`src/rtl/dco_enc_pkg.sv`:
```
package dco_enc_pkg;

  typedef struct packed {
    logic intLoad;
    logic modStep;
    logic modClear;
  } encStrobe_t;

endpackage

```
`src/rtl/therm_encode.sv`:
```
module therm_encode #(
  parameter int WIDTH    = 7,
  parameter int CNT_BITS = 3
) (
  input  logic [CNT_BITS-1:0] count,
  output logic [WIDTH-1:0]    therm
);

  for (genvar i = 0; i < WIDTH; i++) begin : gBit
    localparam logic [CNT_BITS-1:0] IDX = CNT_BITS'(i);
    assign therm[i] = (count > IDX);
  end

endmodule

```
`src/rtl/mash_accum.sv`:
```
module mash_accum #(
  parameter int W = 3
) (
  input  logic         clk,
  input  logic         rstN,
  input  logic         step,
  input  logic         clear,
  input  logic [W-1:0] addend,
  output logic [W-1:0] residue,
  output logic         carry
);

  logic [W-1:0] acc;
  logic [W:0]   sum;

  assign sum     = {1'b0, acc} + {1'b0, addend};
  assign residue = sum[W-1:0];
  assign carry   = sum[W];

  always_ff @(posedge clk or negedge rstN) begin
    if (!rstN)      acc <= '0;
    else if (clear) acc <= '0;
    else if (step)  acc <= residue;
  end

  // a clear leaves the accumulator empty
  p_acc_clear_r7: assert property (@(posedge clk) disable iff (!rstN)
    clear |=> (acc == '0));

  // no step and no clear means no change
  p_acc_hold_r8: assert property (@(posedge clk) disable iff (!rstN)
    !(step || clear) |=> $stable(acc));

endmodule

```
`src/rtl/dco_enc_ctrl.sv`:
```
module dco_enc_ctrl
  import dco_enc_pkg::*;
(
  input  logic       loopEn,
  input  logic       osEn,
  input  logic       modEn,
  output encStrobe_t strobe
);

  assign strobe.intLoad  = loopEn;
  assign strobe.modStep  = osEn & modEn;
  assign strobe.modClear = osEn & ~modEn;

endmodule

```
`src/rtl/dco_enc_dp.sv`:
```
module dco_enc_dp
  import dco_enc_pkg::*;
#(
  parameter int INT_BITS  = 8,
  parameter int FRAC_BITS = 3,
  parameter int INT_ELEMS = 255,
  parameter int FRAC_ELEMS = 7
) (
  input  logic                  clk,
  input  logic                  rstN,
  input  encStrobe_t            strobe,
  input  logic [INT_BITS-1:0]   intPart,
  input  logic [FRAC_BITS-1:0]  fracPart,
  output logic [INT_ELEMS-1:0]  intTherm,
  output logic [FRAC_ELEMS-1:0] fracTherm
);

  localparam int MASH_ORDER = 3;
  localparam int CODE_BITS  = MASH_ORDER;
  localparam int FRAC_MID   = (1 << (MASH_ORDER - 1)) - 1;
  localparam logic [FRAC_ELEMS-1:0] FRAC_IDLE = FRAC_ELEMS'((1 << FRAC_MID) - 1);

  // integer path
  logic [INT_ELEMS-1:0] intNext;
  logic [FRAC_BITS-1:0] fracHold;

  therm_encode #(.WIDTH(INT_ELEMS), .CNT_BITS(INT_BITS)) uIntEnc (
    .count (intPart),
    .therm (intNext)
  );

  always_ff @(posedge clk or negedge rstN) begin
    if (!rstN) begin
      intTherm <= '0;
      fracHold <= '0;
    end else if (strobe.intLoad) begin
      intTherm <= intNext;
      fracHold <= fracPart;
    end
  end

  // cascaded accumulators
  logic [FRAC_BITS-1:0]  stageIn  [MASH_ORDER];
  logic [FRAC_BITS-1:0]  stageRes [MASH_ORDER];
  logic [MASH_ORDER-1:0] carry;

  for (genvar k = 0; k < MASH_ORDER; k++) begin : gStage
    if (k == 0) begin : gHead
      assign stageIn[k] = fracHold;
    end else begin : gTail
      assign stageIn[k] = stageRes[k-1];
    end
    mash_accum #(.W(FRAC_BITS)) uAcc (
      .clk     (clk),
      .rstN    (rstN),
      .step    (strobe.modStep),
      .clear   (strobe.modClear),
      .addend  (stageIn[k]),
      .residue (stageRes[k]),
      .carry   (carry[k])
    );
  end

  // combiner delay line and output code
  logic c2Dly, c3Dly, c3Dly2;
  logic signed [3:0] yVal;
  logic signed [3:0] codeVal;
  logic [CODE_BITS-1:0] fracCode;
  logic [FRAC_ELEMS-1:0] fracNext;

  always_comb begin
    yVal = $signed({3'b000, carry[0]})
         + $signed({3'b000, carry[1]}) - $signed({3'b000, c2Dly})
         + $signed({3'b000, carry[2]}) - $signed({2'b00, c3Dly, 1'b0})
         + $signed({3'b000, c3Dly2});
    codeVal  = yVal + 4'sd3;
    fracCode = codeVal[CODE_BITS-1:0];
  end

  therm_encode #(.WIDTH(FRAC_ELEMS), .CNT_BITS(CODE_BITS)) uFracEnc (
    .count (fracCode),
    .therm (fracNext)
  );

  always_ff @(posedge clk or negedge rstN) begin
    if (!rstN) begin
      c2Dly     <= 1'b0;
      c3Dly     <= 1'b0;
      c3Dly2    <= 1'b0;
      fracTherm <= FRAC_IDLE;
    end else if (strobe.modClear) begin
      c2Dly     <= 1'b0;
      c3Dly     <= 1'b0;
      c3Dly2    <= 1'b0;
      fracTherm <= FRAC_IDLE;
    end else if (strobe.modStep) begin
      c2Dly     <= carry[1];
      c3Dly     <= carry[2];
      c3Dly2    <= c3Dly;
      fracTherm <= fracNext;
    end
  end

  // integer count follows the captured word
  p_int_count_r2: assert property (@(posedge clk) disable iff (!rstN)
    strobe.intLoad |=> ($countones(intTherm) == int'($past(intPart))));

  // integer code holds between loop enables
  p_int_hold_r8: assert property (@(posedge clk) disable iff (!rstN)
    !strobe.intLoad |=> $stable(intTherm));

  // fractional code holds without an oversampling enable
  p_frac_hold_r8: assert property (@(posedge clk) disable iff (!rstN)
    !(strobe.modStep || strobe.modClear) |=> $stable(fracTherm));

  // disabled modulator parks at midpoint
  p_park_mid_r7: assert property (@(posedge clk) disable iff (!rstN)
    strobe.modClear |=> (fracTherm == FRAC_IDLE));

  // each step leaves a well-formed thermometer code
  p_frac_shape_r4: assert property (@(posedge clk) disable iff (!rstN)
    strobe.modStep |=> ((fracTherm & (fracTherm + 1'b1)) == '0));

  // after a clear every stage passes the held fraction straight through
  p_clear_chain_r7: assert property (@(posedge clk) disable iff (!rstN)
    strobe.modClear |=> (stageRes[MASH_ORDER-1] == fracHold));

endmodule

```
`src/rtl/dco_word_encoder.sv`:
```
module dco_word_encoder
  import dco_enc_pkg::*;
#(
  parameter int INT_BITS  = 8,
  parameter int FRAC_BITS = 3
) (
  input  logic                               clk,
  input  logic                               rstN,
  input  logic [INT_BITS+FRAC_BITS-1:0]      ctrlWord,
  input  logic                               loopEn,
  input  logic                               osEn,
  input  logic                               modEn,
  output logic [(1 << INT_BITS)-2:0]         intTherm,
  output logic [6:0]                         fracTherm
);

  localparam int WORD_BITS  = INT_BITS + FRAC_BITS;
  localparam int INT_ELEMS  = (1 << INT_BITS) - 1;
  localparam int FRAC_ELEMS = 7;

  encStrobe_t strobe;

  dco_enc_ctrl uCtrl (
    .loopEn (loopEn),
    .osEn   (osEn),
    .modEn  (modEn),
    .strobe (strobe)
  );

  dco_enc_dp #(
    .INT_BITS   (INT_BITS),
    .FRAC_BITS  (FRAC_BITS),
    .INT_ELEMS  (INT_ELEMS),
    .FRAC_ELEMS (FRAC_ELEMS)
  ) uDp (
    .clk       (clk),
    .rstN      (rstN),
    .strobe    (strobe),
    .intPart   (ctrlWord[WORD_BITS-1:FRAC_BITS]),
    .fracPart  (ctrlWord[FRAC_BITS-1:0]),
    .intTherm  (intTherm),
    .fracTherm (fracTherm)
  );

endmodule

```
`config.mk`:
```
export PLATFORM = sky130hd
export DESIGN_NAME = dco_word_encoder
export DESIGN_NICKNAME = d
export VERILOG_FILES = /design/src/rtl/dco_enc_pkg.sv /design/src/rtl/therm_encode.sv /design/src/rtl/mash_accum.sv /design/src/rtl/dco_enc_ctrl.sv /design/src/rtl/dco_enc_dp.sv /design/src/rtl/dco_word_encoder.sv
export SDC_FILE = /design/constraint.sdc
export NUM_CORES = 1
export LEC_CHECK = 0
export CORE_ASPECT_RATIO = 0.8
export CORE_MARGIN = 1.5
export CORE_UTILIZATION = 30
export CTS_CLUSTER_SIZE = 40
export DETAILED_ROUTE_END_ITERATION = 8
export DONT_BUFFER_PORTS = 1
export GPL_TIMING_DRIVEN = 0
export PLACE_DENSITY = 0.41
export RECOVER_POWER = 25
export SLEW_MARGIN = 20
export SYNTH_ARGS = -nofsm -noshare
export SYNTH_HDL_FRONTEND = slang
export SYNTH_SLANG_ARGS = --single-unit
```
`constraint.sdc`:
```
create_clock -name clk -period 8.1 [get_ports clk]
set_input_delay 2.43 -clock clk [delete_from_list [all_inputs] [get_ports clk]]
set_output_delay 2.43 -clock clk [all_outputs]
set_load 0.03 [all_outputs]
```
# --- After elaboration in Yosys (flattened, before gate mapping) ---
# Index checks and enable logic that the tools add are counted.
totals:
  regBits: 277
  input_bits: 16
  out_inout_bits: 262
  elab_cells: 298
op_classes:
  addsub: 9
  n_lt_le_gt_ge: 262
  mux: 14
  n_bitwise: 3
  reduce_logical: 1
ops:
  columns: ["op", "count"]
  rows:
  - ["$gt A8 B8 Y1 const B", 127]
  - ["$gt A8 B7 Y1 const B", 64]
  - ["$gt A8 B6 Y1 const B", 32]
  - ["$gt A8 B5 Y1 const B", 16]
  - ["$gt A8 B4 Y1 const B", 8]
  - ["$gt A8 B3 Y1 const B", 4]
  - ["$mux W3", 6]
  - ["$gt A8 B1 Y1 const B", 2]
  - ["$gt A8 B2 Y1 const B", 2]
  - ["$mux W7", 2]
  - ["$add A3 B3 Y4", 3]
  - ["$gt A3 B3 Y1 const B", 3]
  - ["$add A3 B2 Y3", 2]
  - ["$gt A3 B1 Y1 const B", 2]
  - ["$gt A3 B2 Y1 const B", 2]
  - ["$mux W1", 6]
  - ["$add A3 B3 Y3 const B", 1]
  - ["$sub A3 B2 Y3", 1]
  - ["$sub A3 B3 Y3", 1]
  - ["$add A1 B1 Y2", 1]
  - ["$and A1 B1 Y1", 2]
  - ["$reduce_bool A2 Y1", 1]
  - ["$not A1 Y1", 1]

# --- Logic depth before layout (Yosys ltp) ---
# Gate-level depths: netlist of the first run.
logic_depth:
  depth_word: 11
  mapped_depth: 17
  ltp_nobuf: 17

# --- Modules after synthesis ---
# Synthesis of the first run repeated with hierarchy kept, for this count alone.
unflattened:
  hier_cells: 1146
  area_unflattened_um2: 14246.2
modules_own_cells:
  columns: ["module", "instances", "cells_per_inst", "area_each_um2", "seq_area_each_um2"]
  rows:
  - ["dco_enc_dp", 1, 590, 10948.0, 6710.2]
  - ["therm_encode at uDp.uIntEnc", 1, 480, 2558.7, 0.0]
  - ["mash_accum", 3, 22, 222.7, 75.1]
  - ["therm_encode at uDp.uFracEnc", 1, 7, 47.5, 0.0]
  - ["dco_enc_ctrl", 1, 3, 23.8, 0.0]

# --- Worst setup path before layout of the first run ---
# OpenSTA, ideal clock, no wires.
synth_timing:
  kind: "register to register"
  start: "register uDp.gStage[0].uAcc.acc[0]"
  end: "register uDp.fracTherm[5]"
  setup_ps: 101
  t_arrival_ps: 4020
  required_ps: 7999
  slack_ps: 3979
  path_stages_with_launch: 16
  n_path_buf: 0
  period_less_slack_ps: 4121
  cell_sequence: "dfrtp_1 -> ha_1 -> fa_1 -> ha_1 -> a21o_1 -> a21oi_1 -> inv_1 -> ha_1 -> inv_1 -> ha_1 -> fa_1 -> fa_1 -> xor2_1 -> xnor2_1 -> nand3_1 -> o32ai_1"
synth_via:
  elab_chain_cells: 11
  elab_cells_between_ends: 12
  cone_classes: "add/sub (9); order compare (1); mux (2)"
synth_rtl:
  columns: ["element", "line", "text"]
  rows:
  - ["start, declared", "mash_accum.sv:13", "logic [W-1:0] acc;"]
  - ["start signal, assigned", "mash_accum.sv:23", "else if (step) acc <= residue;"]
  - ["$add A3 B3 Y4 (*)", "mash_accum.sv:16", "assign sum = {1'b0, acc} + {1'b0, addend};"]
  - ["$add A3 B3 Y4", "mash_accum.sv:16", null]
  - ["$add A1 B1 Y2", "dco_enc_dp.sv:73", "+ $signed({3'b000, carry[1]}) - $signed({3'b000, c2Dly})"]
  - ["$sub A3 B2 Y3", "dco_enc_dp.sv:73", null]
  - ["$add A3 B2 Y3 (*)", "dco_enc_dp.sv:74", "+ $signed({3'b000, carry[2]}) - $signed({2'b00, c3Dly, 1'b0})"]
  - ["$sub A3 B3 Y3 (*)", "dco_enc_dp.sv:74", null]
  - ["$add A3 B2 Y3 (*)", "dco_enc_dp.sv:75", "+ $signed({3'b000, c3Dly2});"]
  - ["$add A3 B3 Y3 (*)", "dco_enc_dp.sv:76", "codeVal = yVal + 4'sd3;"]
  - ["$gt A3 B3 Y1 (*)", "therm_encode.sv:11", "assign therm[i] = (count > IDX);"]
  - ["$mux W7 (*)", "dco_enc_dp.sv:96", "end else if (strobe.modStep) begin"]
  - ["$mux W7 (*)", "dco_enc_dp.sv:91", "end else if (strobe.modClear) begin"]
  - ["end signal, assigned", "dco_enc_dp.sv:100", "fracTherm <= fracNext;"]
  - ["end, declared", "dco_enc_dp.sv:15", "output logic [FRAC_ELEMS-1:0] fracTherm"]
# Mark *: on every way between the ends. The rest lies on a longest branch, timed or not. The select of a mux whose other input is x is not followed.
# A chain may end at the register's enable or synchronous reset.

# --- Final worst setup path of the first run ---
# Ends and elaborated chain as after synthesis.

==> results.yml, run 1 <==
setup_path:
  worstReg2RegStart: "uDp.gStage[0].uAcc.acc[0]$_DFFE_PN0P_"
  cp_data_required_time_ns: 8.52
  crit_path_start_kind: "register"
  reg2reg_slack_ns: 3.41
  worst_r2r_path_depth: 15
  crit_type: "register to register"
  worst_r2r_endpoint: "uDp.fracTherm[5]$_DFFE_PN0P_"
  worstPathArrival_ns: 5.11
  critPathMaxFanout: 6
  cp-end-kind: "register"
clock_network:
  htreeDepth: 2
  cts_resized: 0
  clockBufferDepth: 3
  clock-sinks: 277
  cts_setup_buffers: 0
  cts_tree: "yes"
  cts_buffers: 34
  ctsRootBufferMaster: "clkbuf_16"
  cts-hold-fix-buffers: 0
  cts.clk_slew.worst_paths_ns: 0.06
  worst_skew_pair.late_latency_ns: 0.53
routing:
  drt-initial-drc-count: 1060
  remaining_drc_errors: 0
  wire_per_inst_um: 32.1
  final_antenna_net_count: 0
  via_per_inst: 5.62
  drt_wl_total_um: 61300
  first_pass_iters: 6
  vias: 10700
sta:
  setup_viol: 0
  maxSlewViolCount: 0
  fin_crit_sh_pct: 57.8
  max_slew_margin_pct: 21.6
  skew_ns: 0.0144
  fmax_mhz: 213
  worst_pin_slew_ns: 1.16
  hold_violations: 0
  period_needed_ns: 4.69
  rsz0062_at_grt: "false"
  tns_ns: 0
floorplan:
  placementRows: 67
  dieWidth_um: 234
  fp.dieH_um: 188
  start_util_pct: 30.5
  die_area_sq_um: 43800
  io_pins: 278
  core_sq_um: 41900
grt:
  grt_start_max_net_pins: 278
  grt_pass1_vias: 10900
  antenna_found_initial: 0
  grt_first_pass_wirelength_um: 86100
  grt_overflow: 0
  grtUsageTotal_pct: 27.8
synth:
  synth-seq-area-share_pct: 54.3
  synth_area_leaders: "dfrtp_1, a21oi_1, nor2_1"
  synth_top_area_share_pct: 53.7
  ys_warn_count: 0
  synth.distinct_cells: 78
  synthTopCellsByCount: "dfrtp_1, nor2_1, a21oi_1"
  synth_edf_count: 0
  synth_most_common_cell: "dfrtp_1"
  async_flop_share_pct: 100
  syn_nets: 1335
  synth_seq_cells: 277
  syn_area_per_cell_sq_um: 9.85
  synth_cells: 1296
  yosysTopAreaCell: "dfrtp_1"
  ys.flop_type: "dfrtp_1"
  syn_area_sq_um: 12800
status:
  outcome: "finished clean"
flow_run:
  cap_violations: 0
finish:
  final_area_sq_um: 14600
  diodes: 0
  fin_nets: 1371
  syn2layout_area_growth_pct: 14.6
  drive_gt1_share_pct: 12.5
min_path:
  min_to: "uDp.fracHold[2]$_DFFE_PN0P_"
  holdCritStartpoint: "uDp.fracHold[2]$_DFFE_PN0P_"
  min_path_cells: 1
  hold_class: "register to register"
placement:
  dpl_cell_area_sq_um: 13500
  io_buffers: 0
  dpl.hpwl_um: 44800
  place_congestion: 0.950
power_and_ir_drop:
  powerDensity_nw_per_um2: 293
  ir_drop_mv: 0.183
  leakage_nw: 6.15
  power_frac_comb_pct: 19.7
  internal_power_mw: 2.81
  switching_share_pct: 34.5
  pwr-share-seq_pct: 43.3
  clockPowerShare_pct: 37.0
  p_sw_mw: 1.48
-- how the worst max path moves through the flow --
stage	from	endpoint	slack, ns
after global placement	ctrlWord[4]	uDp.intTherm[184]$_DFFE_PN0P_	3.27
final	uDp.gStage[0].uAcc.acc[0]$_DFFE_PN0P_	uDp.fracTherm[5]$_DFFE_PN0P_	3.41
after global routing	uDp.gStage[0].uAcc.acc[0]$_DFFE_PN0P_	uDp.fracTherm[5]$_DFFE_PN0P_	3.25
after detailed placement	ctrlWord[6]	uDp.intTherm[177]$_DFFE_PN0P_	3.32
after floorplan	uDp.gStage[0].uAcc.acc[0]$_DFFE_PN0P_	uDp.fracTherm[5]$_DFFE_PN0P_	3.98
after CTS	uDp.gStage[0].uAcc.acc[0]$_DFFE_PN0P_	uDp.fracTherm[5]$_DFFE_PN0P_	3.42
-- power groups by stage --
stage | Combinational, mW | Clock, mW | Sequential [mW]
2_1_floorplan | 0.597 | 0 | 1.83
3_3_place_gp | 0.826 | 0 | 1.88
3_5_place_dp | 0.831 | 0 | 1.88
4_1_cts | 0.837 | 1.62 | 1.86
5_1_grt | 0.945 | 1.67 | 1.87
6_report | 0.845 | 1.58 | 1.86
-- cell usage in the layout (no fill, tap or decap), drive strengths merged, types with 7 or more instances in the layout --
cell type	synthesis	final
buf	79	79
a21o	23	23
and2	9	9
nand3	25	25
a31oi	30	30
nand2	56	56
inv	95	95
a21oi	131	131
o22ai	14	14
o21ai	110	110
nor2	162	162
dfrtp	274	274
ha	18	18
nor3	13	13
o211ai	30	30
or2	8	8
o2bb2ai	37	37
o32ai	11	11
o22a	7	7
o31ai	11	11
clkbuf	39	95
mux2	24	24
-- cells by family after synthesis --
family | share of synthesized area [%]
AOI/OAI and AO/OA | 21.6
DFF | 54.3
buffers and inverters | 7.26
muxes | 2.15
xor gates and xnor gates | 0.343
and+or+nand+nor | 11.8
adders and majority gates | 2.55
-- routing by layer --
layer  part of all wire (%)  GRT usage, %  up-vias  routed length [um]
met5                      0             0        -                   0
met4                    2.1          6.31        0                1260
met3                     11          8.80       83                6610
met2                     43          40.1      522               26200
met1                     44          40.3     5515               27200
li1                       -             -     4612                   -
-- metrics by stage --
step | cells | utilization, % | setup WS (ns) | hold WS, ns | power, mW
4_1_cts | 1908 | 34.9 | 3.42 | 0.530 | 4.31
2_1_floorplan | 1296 | - | 3.98 | 0.485 | 2.43
6_report | 1908 | 34.9 | 3.41 | 0.533 | 4.29
3_3_place_gp | 1848 | 32.1 | 3.27 | 0.513 | 2.71
3_5_place_dp | 1848 | 32.1 | 3.32 | 0.517 | 2.71
5_1_grt | 1908 | 34.9 | 3.25 | 0.550 | 4.49
-- worst max-delay path, stage by stage, from the launching register on --
cell     delay (ns)
dfrtp_1        0.38
ha_1           0.23
fa_1           0.60
ha_1           0.27
a21o_1         0.16
a21oi_1        0.24
inv_1          0.07
ha_1           0.27
inv_1          0.04
ha_1           0.28
fa_1           0.58
fa_1           0.43
xor2_1         0.16
xnor2_1        0.35
nand3_1        0.20
o32ai_1        0.30
-- final cells by class --
type / instances / area, sq um
Multi-Input combinational cell: 806 / 4920
Sequential cell: 277 / 6940
Tap cell: 552 / 691
Clock inverter: 4 / 70.1
Clock buffer: 56 / 1090
Buffer: 118 / 571
Fill cell: 4359 / 27300
Inverter: 95 / 357
-- sequential cells by signal (all words and copies together), names as in the netlist --
signal               count
uDp.gStage.uAcc.acc      9
uDp.fracHold             3
uDp.c3Dly                1
uDp.intTherm           255
uDp.c3Dly2               1
uDp.fracTherm            7
uDp.c2Dly                1
Note: power is estimated with default switching activity, not from simulation.
==> run 2: changes to the inputs <==
Clock period 8.1 ns to 4.9 ns, I/O delays scaled along.
==> results of run 2 <==
Same layout as run 1 (identical final DEF). Status: finished clean.
Among the figures that moved: setup slack after placement 3.32 ns -> 0.252 ns; setup slack after layout 3.41 ns -> 0.215 ns; register-to-register setup slack 3.41 ns -> 0.21 ns; total power 4.29 mW -> 7.09 mW; worst IR drop on VDD 0.183 mV -> 0.302 mV
